**src/rtl/emr_pkg.sv**
```systemverilog
package emr_pkg;

  typedef enum logic [1:0] {
    CMD_OTHER = 2'd0,
    CMD_MRS   = 2'd1,
    CMD_EMRS  = 2'd2,
    CMD_READ  = 2'd3
  } cmd_e;

  typedef enum logic [1:0] {
    DRV_FULL  = 2'b00,
    DRV_WEAK  = 2'b01,
    DRV_RSVD  = 2'b10,
    DRV_MATCH = 2'b11
  } drv_e;

  typedef struct packed {
    logic       dll_on;
    logic [1:0] drive;
    logic       id_en;
  } emr_cfg_t;

  localparam int BIT_DLL    = 0;
  localparam int BIT_DRV_LO = 1;
  localparam int BIT_DRV_HI = 6;
  localparam int BIT_ID     = 11;

  function automatic cmd_e classify(input logic cs_n, input logic ras_n,
                                    input logic cas_n, input logic we_n,
                                    input logic ba0);
    if (cs_n) return CMD_OTHER;
    if (!ras_n && !cas_n && !we_n) return ba0 ? CMD_EMRS : CMD_MRS;
    if (ras_n && !cas_n && we_n) return CMD_READ;
    return CMD_OTHER;
  endfunction

  function automatic logic drive_ok(input logic [1:0] code);
    return code != DRV_RSVD;
  endfunction

  function automatic logic kept_bit(input int idx);
    return (idx == BIT_DLL) || (idx == BIT_DRV_LO) ||
           (idx == BIT_DRV_HI) || (idx == BIT_ID);
  endfunction

  function automatic logic read_blocked(input logic is_read, input logic valid,
                                        input logic dll_on, input logic locked);
    return is_read && (!valid || (dll_on && locked));
  endfunction

endpackage

```
**src/rtl/emr_cmd_decode.sv**
```systemverilog
module emr_cmd_decode
  import emr_pkg::*;
#(
  parameter int ADDR_W = 12
) (
  input  logic              cs_n,
  input  logic              ras_n,
  input  logic              cas_n,
  input  logic              we_n,
  input  logic [1:0]        ba,
  input  logic [ADDR_W-1:0] addr,
  output cmd_e              cmd,
  output emr_cfg_t          cfg_new,
  output logic              field_bad
);

  logic [ADDR_W-1:0] rsvd_mask;

  for (genvar i = 0; i < ADDR_W; i++) begin : g_mask
    assign rsvd_mask[i] = !kept_bit(i);
  end

  assign cmd = classify(cs_n, ras_n, cas_n, we_n, ba[0]);

  assign cfg_new.dll_on = !addr[BIT_DLL];
  assign cfg_new.drive  = {addr[BIT_DRV_HI], addr[BIT_DRV_LO]};
  assign cfg_new.id_en  = addr[BIT_ID];

  assign field_bad = (|(addr & rsvd_mask)) || ba[1] ||
                     !drive_ok({addr[BIT_DRV_HI], addr[BIT_DRV_LO]});

endmodule

```
**src/rtl/emr_cfg_reg.sv**
```systemverilog
module emr_cfg_reg
  import emr_pkg::*;
#(
  parameter int WR_CYC = 2
) (
  input  logic     clk,
  input  logic     rst_n,
  input  logic     emrs_cmd,
  input  logic     mrs_cmd,
  input  logic     state_bad,
  input  logic     field_bad,
  input  logic     sr_exit,
  input  emr_cfg_t cfg_new,
  output emr_cfg_t cfg_q,
  output logic     cfg_valid,
  output logic     wr_accept,
  output logic     dll_arm,
  output logic     err_state,
  output logic     err_field,
  output logic     err_overlap
);

  localparam int BW = $clog2(WR_CYC + 1);

  logic [BW-1:0] busy_q;
  logic          overlap_now;

  assign overlap_now = (emrs_cmd || mrs_cmd) && (busy_q != '0);
  assign wr_accept   = emrs_cmd && !state_bad && !field_bad && !overlap_now;
  assign dll_arm     = sr_exit || (wr_accept && cfg_new.dll_on && !cfg_q.dll_on);

  always_ff @(posedge clk or negedge rst_n) begin
    if (!rst_n) begin
      busy_q      <= '0;
      cfg_q       <= '0;
      cfg_valid   <= 1'b0;
      err_state   <= 1'b0;
      err_field   <= 1'b0;
      err_overlap <= 1'b0;
    end else begin
      if (wr_accept)          busy_q <= BW'(WR_CYC - 1);
      else if (busy_q != '0)  busy_q <= busy_q - 1'b1;

      if (wr_accept) begin
        cfg_q     <= cfg_new;
        cfg_valid <= 1'b1;
      end else if (sr_exit) begin
        cfg_q.dll_on <= 1'b1;
      end

      err_state   <= emrs_cmd && state_bad;
      err_field   <= emrs_cmd && field_bad;
      err_overlap <= overlap_now;
    end
  end

endmodule

```
**src/rtl/emr_read_lock.sv**
```systemverilog
module emr_read_lock
  import emr_pkg::*;
#(
  parameter int LOCK_CYC = 200
) (
  input  logic clk,
  input  logic rst_n,
  input  logic arm,
  input  logic is_read,
  input  logic dll_on,
  input  logic cfg_valid,
  output logic lock_active,
  output logic err_read
);

  localparam int CW = $clog2(LOCK_CYC + 1);

  logic [CW-1:0] cnt_q;

  assign lock_active = cnt_q != '0;

  always_ff @(posedge clk or negedge rst_n) begin
    if (!rst_n) begin
      cnt_q    <= '0;
      err_read <= 1'b0;
    end else begin
      if (arm)              cnt_q <= CW'(LOCK_CYC - 1);
      else if (lock_active) cnt_q <= cnt_q - 1'b1;
      err_read <= read_blocked(is_read, cfg_valid, dll_on, lock_active);
    end
  end

endmodule

```
**src/rtl/ext_mode_reg.sv**
```systemverilog
module ext_mode_reg
  import emr_pkg::*;
#(
  parameter int   ADDR_W     = 12,
  parameter int   WR_CYC     = 2,
  parameter int   LOCK_CYC   = 200,
  parameter logic VENDOR_BIT = 1'b0
) (
  input  logic              clk,
  input  logic              rst_n,
  input  logic              cke,
  input  logic              cs_n,
  input  logic              ras_n,
  input  logic              cas_n,
  input  logic              we_n,
  input  logic [1:0]        ba,
  input  logic [ADDR_W-1:0] addr,
  input  logic              banks_idle,
  input  logic              sr_exit,
  input  logic              die_fail,
  output logic              dll_on,
  output logic [1:0]        drive_code,
  output logic              id_en,
  output logic [1:0]        dq_id,
  output logic              cfg_valid,
  output logic              err_state,
  output logic              err_field,
  output logic              err_overlap,
  output logic              err_read
);

  cmd_e     cmd;
  emr_cfg_t cfg_new;
  emr_cfg_t cfg_q;
  logic     field_bad;
  logic     state_bad;
  logic     cke_q;
  logic     is_read;
  logic     is_emrs;
  logic     is_mrs;
  logic     wr_accept;
  logic     dll_arm;
  logic     lock_active;

  always_ff @(posedge clk or negedge rst_n) begin
    if (!rst_n) cke_q <= 1'b0;
    else        cke_q <= cke;
  end

  emr_cmd_decode #(.ADDR_W(ADDR_W)) u_dec (
    .cs_n      (cs_n),
    .ras_n     (ras_n),
    .cas_n     (cas_n),
    .we_n      (we_n),
    .ba        (ba),
    .addr      (addr),
    .cmd       (cmd),
    .cfg_new   (cfg_new),
    .field_bad (field_bad)
  );

  assign is_read   = cmd == CMD_READ;
  assign is_emrs   = cmd == CMD_EMRS;
  assign is_mrs    = cmd == CMD_MRS;
  assign state_bad = !banks_idle || !cke || !cke_q;

  emr_cfg_reg #(.WR_CYC(WR_CYC)) u_cfg (
    .clk         (clk),
    .rst_n       (rst_n),
    .emrs_cmd    (is_emrs),
    .mrs_cmd     (is_mrs),
    .state_bad   (state_bad),
    .field_bad   (field_bad),
    .sr_exit     (sr_exit),
    .cfg_new     (cfg_new),
    .cfg_q       (cfg_q),
    .cfg_valid   (cfg_valid),
    .wr_accept   (wr_accept),
    .dll_arm     (dll_arm),
    .err_state   (err_state),
    .err_field   (err_field),
    .err_overlap (err_overlap)
  );

  emr_read_lock #(.LOCK_CYC(LOCK_CYC)) u_lock (
    .clk         (clk),
    .rst_n       (rst_n),
    .arm         (dll_arm),
    .is_read     (is_read),
    .dll_on      (cfg_q.dll_on),
    .cfg_valid   (cfg_valid),
    .lock_active (lock_active),
    .err_read    (err_read)
  );

  assign dll_on     = cfg_q.dll_on;
  assign drive_code = cfg_q.drive;
  assign id_en      = cfg_q.id_en;
  assign dq_id      = cfg_q.id_en ? {VENDOR_BIT, die_fail} : 2'b00;

endmodule

```
**config.mk**
```make
export PLATFORM = sky130hd
export DESIGN_NAME = ext_mode_reg
export DESIGN_NICKNAME = d
export VERILOG_FILES = /design/src/rtl/emr_pkg.sv /design/src/rtl/emr_cmd_decode.sv /design/src/rtl/emr_cfg_reg.sv /design/src/rtl/emr_read_lock.sv /design/src/rtl/ext_mode_reg.sv
export SDC_FILE = /design/constraint.sdc
export NUM_CORES = 1
export LEC_CHECK = 0
export BUFFER_PORTS_ARGS = -buffer_cell sky130_fd_sc_hd__buf_4
export CELL_PAD_IN_SITES_DETAIL_PLACEMENT = 1
export CELL_PAD_IN_SITES_GLOBAL_PLACEMENT = 1
export CORE_ASPECT_RATIO = 0.8
export CORE_MARGIN = 1.5
export CORE_UTILIZATION = 37
export DETAILED_ROUTE_END_ITERATION = 16
export PLACE_DENSITY_LB_ADDON = 0.1
export RECOVER_POWER = 100
export SLEW_MARGIN = 5
export SYNTH_ARGS = -nofsm -noshare
export SYNTH_HDL_FRONTEND = slang
export SYNTH_SLANG_ARGS = --single-unit
```
**constraint.sdc**
```tcl
create_clock -name clk -period 1.9 [get_ports clk]
set_input_delay 0.19 -clock clk [delete_from_list [all_inputs] [get_ports clk]]
set_output_delay 0.19 -clock clk [all_outputs]
set_load 0.03 [all_outputs]
```
==> flow_metrics.env, run 1 <==
export IMPL_outcome="finished, final reports clean"
export IMPL_row_count=17
export IMPL_ir_drop_v=0.0005129
export IMPL_grt_max_degree=21
export IMPL_dpl_cell_count=173
export IMPL_synth_area_top_cells="dfrtp_1, ha_1, mux2_4"
export IMPL_vias=854
export IMPL_startpoint_type="flip-flop"
export IMPL_drt_initial_drc_count=9
export IMPL_syn_avg_cell_area_um2=10.93
export IMPL_finalMaxSlewViolations=0
export IMPL_finClkSkew_ns=0.003295
export IMPL_clk_pin_slew_ns=0.11
export IMPL_cts_num_sinks=20
export IMPL_min_period_ns=1.861
export IMPL_rsz0062_at_grt="true"
export IMPL_postRouteAntennaNets=0
export IMPL_grt_antenna_before_repair=0
export IMPL_rrSetupSlack_ns=0.04
export IMPL_final_seq_area_um2=500.5
export IMPL_grt_pass1_vias=888
export IMPL_ios=35
export IMPL_synthCells=96
export IMPL_fin_crit_sh_pct=97.96
export IMPL_required_ns=2.09
export IMPL_finalNonFillerCells=181
export IMPL_cts_tree="done"
export IMPL_powerDensity_nw_per_um2=675.5
export IMPL_multiInputGateArea_um2=548.0
export IMPL_dpl_worst_slack_ns=-0.3140
export IMPL_syn_to_final_growth_pct=38.74
export IMPL_setup_viol=0
export IMPL_synth_area_um2=1050
export IMPL_drv_cap=0
export IMPL_dieWidth_um=62.55
export IMPL_ys_flop_type="dfrtp_1"
export IMPL_ctsHtreeMaxLevel=1
export IMPL_hold_viol=0
export IMPL_synth_top_area_share_pct=47.68
export IMPL_drive_above_1_share_pct=36.36
export IMPL_n_antenna_cell=0
export IMPL_hp_class="input pin to flip-flop"
export IMPL_ys_ff_latch=20
export IMPL_avgViaCountPerCell=4.718
export IMPL_worstSkewPairLatency_ns=0.30
export IMPL_dp_hpwl_mm=2.056
export IMPL_final_nets=173
export IMPL_critPathCaptureType="flip-flop"
export IMPL_grt_use_total_pct=17.51
export IMPL_cts_made_buffers=3
export IMPL_start_util_pct=38.56
export IMPL_gp_congestion=0.7860
export IMPL_worstMarginPinSlew_ns=1.108
export IMPL_p_leak_nw=0.6862
export IMPL_wl_mm=2.725
export IMPL_drc=0
export IMPL_ys_warn_count=0
export IMPL_fmax_ghz=0.5373
export IMPL_async_flop_share_pct=100.0
export IMPL_synth_fp_nets=125
export IMPL_arrival_ns=2.05
export IMPL_fp_dieH_um=50.64
export IMPL_yosysSeqAreaShare_pct=47.68
export IMPL_synth_edf_count=0
export IMPL_fillers=322
export IMPL_slew_headroom_pct=26.13
export IMPL_drt_pass1_iter_count=3
export IMPL_dieArea_um2=3168
export IMPL_yosysUniqueCellTypes=35
export IMPL_cts_root_buf="clkbuf_4"
export IMPL_synth_area_leader_cell="dfrtp_1"
export IMPL_io_buffer_count=33
export IMPL_routedWlPerCell_um=15.06
export IMPL_worstSetupPathType="flip-flop to flip-flop"
export IMPL_setup_slack_ns=0.03877
export IMPL_fp_coreArea_um2=2723
export IMPL_grt_pass1_wl_mm=4.209
export IMPL_cts_buffer_depth=2
export IMPL_worstPathMaxFanout=3
export IMPL_grt_overflow_total=0
[cells in the mapped netlist (all sizes together), types with 2 or more instances]
master  instances
inv             7
ha              5
mux2            4
nor4            3
nor3            5
xor2            2
nor2            4
nand2           6
a21oi           2
buf             2
nand3           4
and2            5
dfrtp          20
o21a            2
or3             4
nor3b           2
a21boi          2
o21ai           2
nand2b          3
xnor2           2
[sequential cells by signal (all words and copies together), names as in the netlist]
register,flops
u_cfg.err_overlap,1
u_cfg.cfg_q,4
u_cfg.err_field,1
u_cfg.cfg_valid,1
u_lock.cnt_q,8
u_lock.err_read,1
cke_q,1
u_cfg.err_state,1
u_cfg.busy_q,2
[through the flow]
| stage | power [mW] | setup TNS [ns] | area (um^2) | hold slack, ns | util [%] |
|---|---|---|---|---|---|
| after global routing | 1.046 | -0.05952 | 1456 | 0.05409 | 53.49 |
| after detailed placement | 0.7242 | -3.264 | 1391 | 0.08713 | 51.10 |
| after CTS | 0.9782 | 0 | 1453 | 0.04496 | 53.35 |
| after global placement | 0.7134 | -2.735 | 1391 | 0.08381 | 51.10 |
| after floorplan | 0.6159 | -0.06810 | 1055 | -0.1056 | - |
| final | 0.9838 | 0 | 1456 | 0.05923 | 53.49 |
[what timing repair did]
| item | 4_1_cts | 5_1_grt |
|---|---|---|
| setup endpoints to repair | 3 | 5 |
| hold buffers | 2 | 0 |
| resized for setup | 1 | 11 |
| endpoints found under the hold margin | 21 | 0 |
| setup buffers | 0 | 2 |
| pin swaps | 0 | 5 |
[area by class of cell]
| class | instances | share of cell area [%] |
|---|---|---|
| Tap cell | 38 | 3.265 |
| Inverter | 7 | 1.804 |
| Clock buffer | 4 | 2.491 |
| Multi-Input combinational cell | 67 | 37.63 |
| Sequential cell | 20 | 34.36 |
| Timing Repair Buffer | 45 | 20.45 |
[logic make-up (layout without fill, tap and decap cells)]
kind of cell             Yosys count  after routing  synth area share, %
AND/OR/NAND/NOR                   40             40                23.84
flip-flops                        20             20                47.68
AO/OA/AOI/OAI                     12             12                8.224
buffers and inverters              9             56                4.291
adder cells (fa/ha/maj)            5              5                5.959
multiplexers                       5              5                6.317
XOR/XNOR                           4              4                3.338
other                              1              1               0.3572
[final timing paths]
kind	startpoint	endpoint	cells after the start
max in group asynchronous	rst_n	u_cfg.busy_q[1]	2
min in group asynchronous	rst_n	u_lock.cnt_q[2]	2
setup reg to reg	u_lock.cnt_q[1]	u_lock.cnt_q[0]	7
hold / removal	addr[0]	u_cfg.cfg_q[3]	2
hold reg to reg	u_cfg.cfg_valid	u_lock.err_read	1
setup / recovery	u_lock.cnt_q[1]	u_lock.cnt_q[0]	7
[worst max-delay path, stage by stage, from the launching register on]
cell	delay [ns]
dfrtp_1	0.40
inv_2	0.10
ha_4	0.12
or4b_4	0.49
nor4_4	0.28
buf_4	0.18
xnor2_2	0.11
nand2_1	0.07
[layer usage]
layer | vias up | GRT usage (%) | wire length, um
met5 | - | 0 | 0
met4 | 0 | 4.444 | 13
met3 | 2 | 4.484 | 101
met2 | 20 | 31.00 | 1394
met1 | 406 | 21.44 | 1216
li1 | 426 | - | -
[cells in the final DEF (no fill, tap or decap), types with 2 or more instances in the layout]
master / synthesis / final
nor3_1: 5 / 3
nor3_2: 0 / 2
mux2_4: 3 / 3
nand3_1: 4 / 4
and2_1: 3 / 2
nor3b_1: 2 / 2
o21a_1: 2 / 2
inv_2: 0 / 2
nand2_1: 6 / 6
or3_1: 4 / 3
inv_1: 7 / 5
clkbuf_4: 0 / 8
nor2_1: 4 / 4
dfrtp_1: 20 / 20
buf_4: 1 / 26
nand2b_1: 3 / 3
ha_1: 5 / 4
clkbuf_1: 0 / 12
a21oi_1: 2 / 2
xor2_1: 2 / 2
dlygate4sd3_1: 0 / 2
and2_2: 2 / 2
[power breakdown]
group | leakage [nW] | total [mW] | switching [mW] | internal (mW)
Sequential | 0.244 | 0.483 | 0.0218 | 0.461
Combinational | 0.421 | 0.255 | 0.125 | 0.130
Clock | 0.0210 | 0.246 | 0.129 | 0.117
Total | 0.686 | 0.984 | 0.276 | 0.708
Power figures use the tool's default switching activity.
==> run 2, diff against run 1 <==
==> constraint.sdc (replaced) <==
create_clock -name clk -period 1.9 [get_ports clk]
set_input_delay 0.38 -clock clk [delete_from_list [all_inputs] [get_ports clk]]
set_output_delay 0.38 -clock clk [all_outputs]
set_load 0.03 [all_outputs]
==> flow_metrics.env, run 2 (synthesis results as in run 1) <==
export IMPL_final_seq_area_um2=500.5
export IMPL_worstSetupPathType="input pin to flip-flop"
export IMPL_fp_dieH_um=50.64
export IMPL_cts_tree="done"
export IMPL_final_cell_mix="buf_4, dfrtp_1, clkbuf_1"
export IMPL_cts_made_buffers=3
export IMPL_postRouteAntennaNets=0
export IMPL_finalMaxSlewViolations=0
export IMPL_largest_reg_flops=8
export IMPL_io_buffer_count=33
export IMPL_worstPathMaxFanout=6
export IMPL_finClkSkew_ns=0.0009177
export IMPL_critPathCapture="u_cfg.cfg_q[1]"
export IMPL_ios=35
export IMPL_arrival_ns=2.08
export IMPL_fillers=321
export IMPL_p_leak_nw=0.6850
export IMPL_routedWlPerCell_um=14.26
export IMPL_dieWidth_um=62.55
export IMPL_rsz0062_at_grt="true"
export IMPL_powerDensity_nw_per_um2=672.2
export IMPL_drc=0
export IMPL_power_total_mw=0.9765
export IMPL_gp_congestion=0.7799
export IMPL_n_antenna_cell=0
export IMPL_min_period_ns=1.880
export IMPL_ir_drop_v=0.0003582
export IMPL_outcome="finished, final reports clean"
export IMPL_dieArea_um2=3168
export IMPL_crit_start="ba[0]"
export IMPL_hold_viol=0
export IMPL_row_count=17
export IMPL_wl_mm=2.566
export IMPL_grt_pass1_wl_mm=4.450
export IMPL_worstMarginPinSlew_ns=1.086
export IMPL_rrSetupSlack_ns=0.07
export IMPL_layout_commonest_cell="buf_4"
export IMPL_grt_max_degree=21
export IMPL_grt_overflow_total=0
export IMPL_regMostFlops="u_lock.cnt_q"
export IMPL_startpoint_type="input pin"
export IMPL_syn_to_final_growth_pct=38.38
export IMPL_vias=867
export IMPL_drv_cap=0
export IMPL_fp_coreArea_um2=2723
export IMPL_clk_pin_slew_ns=0.11
export IMPL_grt_pass1_vias=932
export IMPL_drt_initial_drc_count=16
export IMPL_cts_num_sinks=20
export IMPL_start_util_pct=38.56
export IMPL_fin_crit_sh_pct=98.96
export IMPL_avgViaCountPerCell=4.817
export IMPL_fmax_ghz=0.5319
export IMPL_slew_headroom_pct=27.58
export IMPL_cts_buffer_depth=2
export IMPL_grt_use_total_pct=18.45
export IMPL_grt_antenna_before_repair=0
export IMPL_worst_r2r_path_depth=7
export IMPL_worstReg2RegStart="u_lock.cnt_q[1]"
export IMPL_required_ns=2.10
export IMPL_worstSkewPairLatency_ns=0.30
export IMPL_setup_viol=0
export IMPL_critPathCaptureType="flip-flop"
export IMPL_r2r_end="u_lock.cnt_q[0]"
export IMPL_dp_hpwl_mm=2.032
export IMPL_drive_above_1_share_pct=36.62
export IMPL_ctsHtreeMaxLevel=1
export IMPL_drt_pass1_iter_count=4
export IMPL_multiInputGateArea_um2=549.3
export IMPL_hp_class="input pin to flip-flop"
export IMPL_hold_ws_ns=0.2101
export IMPL_top_regs="u_lock.cnt_q (8), u_cfg.cfg_q (4), u_cfg.busy_q (2)"
export IMPL_final_nets=172
export IMPL_cts_root_buf="clkbuf_4"
[run 2: final cells by class]
| cell class | instances | share of cell area, % |
|---|---|---|
| multi-input combinational | 67 | 37.81 |
| sequential | 20 | 34.45 |
| timing repair buffer | 44 | 20.16 |
| tap | 38 | 3.273 |
| clock buffer | 4 | 2.498 |
| inverter | 7 | 1.809 |
[run 2: what timing repair did]
action	in CTS	in global routing
hold buffers	1	0
gates resized for setup	6	2
buffers inserted	1	1
endpoints found under the hold margin	20	0
setup endpoints to repair	10	9
[run 2: critical path, stage by stage]
cell and delay (ns):
buf_6 0.09, nor3_2 0.16, a21oi_1 0.05, or3_4 0.35, ha_4 0.28, o21ai_2 0.06, or3_4 0.39, mux2_4 0.31
[run 2: how the worst min path moves through the flow]
| stage | startpoint | to | slack (ns) | cells after the start |
|---|---|---|---|---|
| after floorplan | rst_n | cke_q | 0.08 | 0 |
| after global placement | rst_n | u_lock.cnt_q[5] | 0.27 | 1 |
| after detailed placement | rst_n | u_lock.cnt_q[5] | 0.28 | 1 |
| after CTS | cke | cke_q | 0.17 | 1 |
| after global routing | cke | cke_q | 0.18 | 1 |
| final | cke | cke_q | 0.21 | 1 |
[run 2: report_power, final]
part	total (mW)	internal (mW)	switching (mW)
Combinational	0.246	0.128	0.118
Sequential	0.483	0.461	0.0217
Clock	0.248	0.117	0.131
Total	0.977	0.706	0.270
[run 2: per-stage QoR]
| step | TNS (ns) | cell area [um^2] | cells | util (%) | worst slack [ns] |
|---|---|---|---|---|---|
| 6_report | 0 | 1453 | 180 | 53.35 | 0.01977 |
| 5_1_grt | -0.06999 | 1453 | 180 | 53.35 | -0.02097 |
| 4_1_cts | 0 | 1485 | 179 | 54.55 | 0.007307 |
| 3_5_place_dp | -5.427 | 1391 | 173 | 51.10 | -0.4660 |
| 3_3_place_gp | -4.863 | 1391 | 173 | 51.10 | -0.4068 |
| 2_1_floorplan | -0.8483 | 1055 | 96 | - | -0.2119 |
[run 2: metal layers]
layer	vias to the layer above	GRT usage, %	share of wire (%)	routed length [um]
met1	418	23.08	45	1142
met2	21	32.44	51	1308
met5	-	0	0	0
met3	2	5.157	3.9	101
met4	0	3.333	0.51	13
li1	426	-	-	-
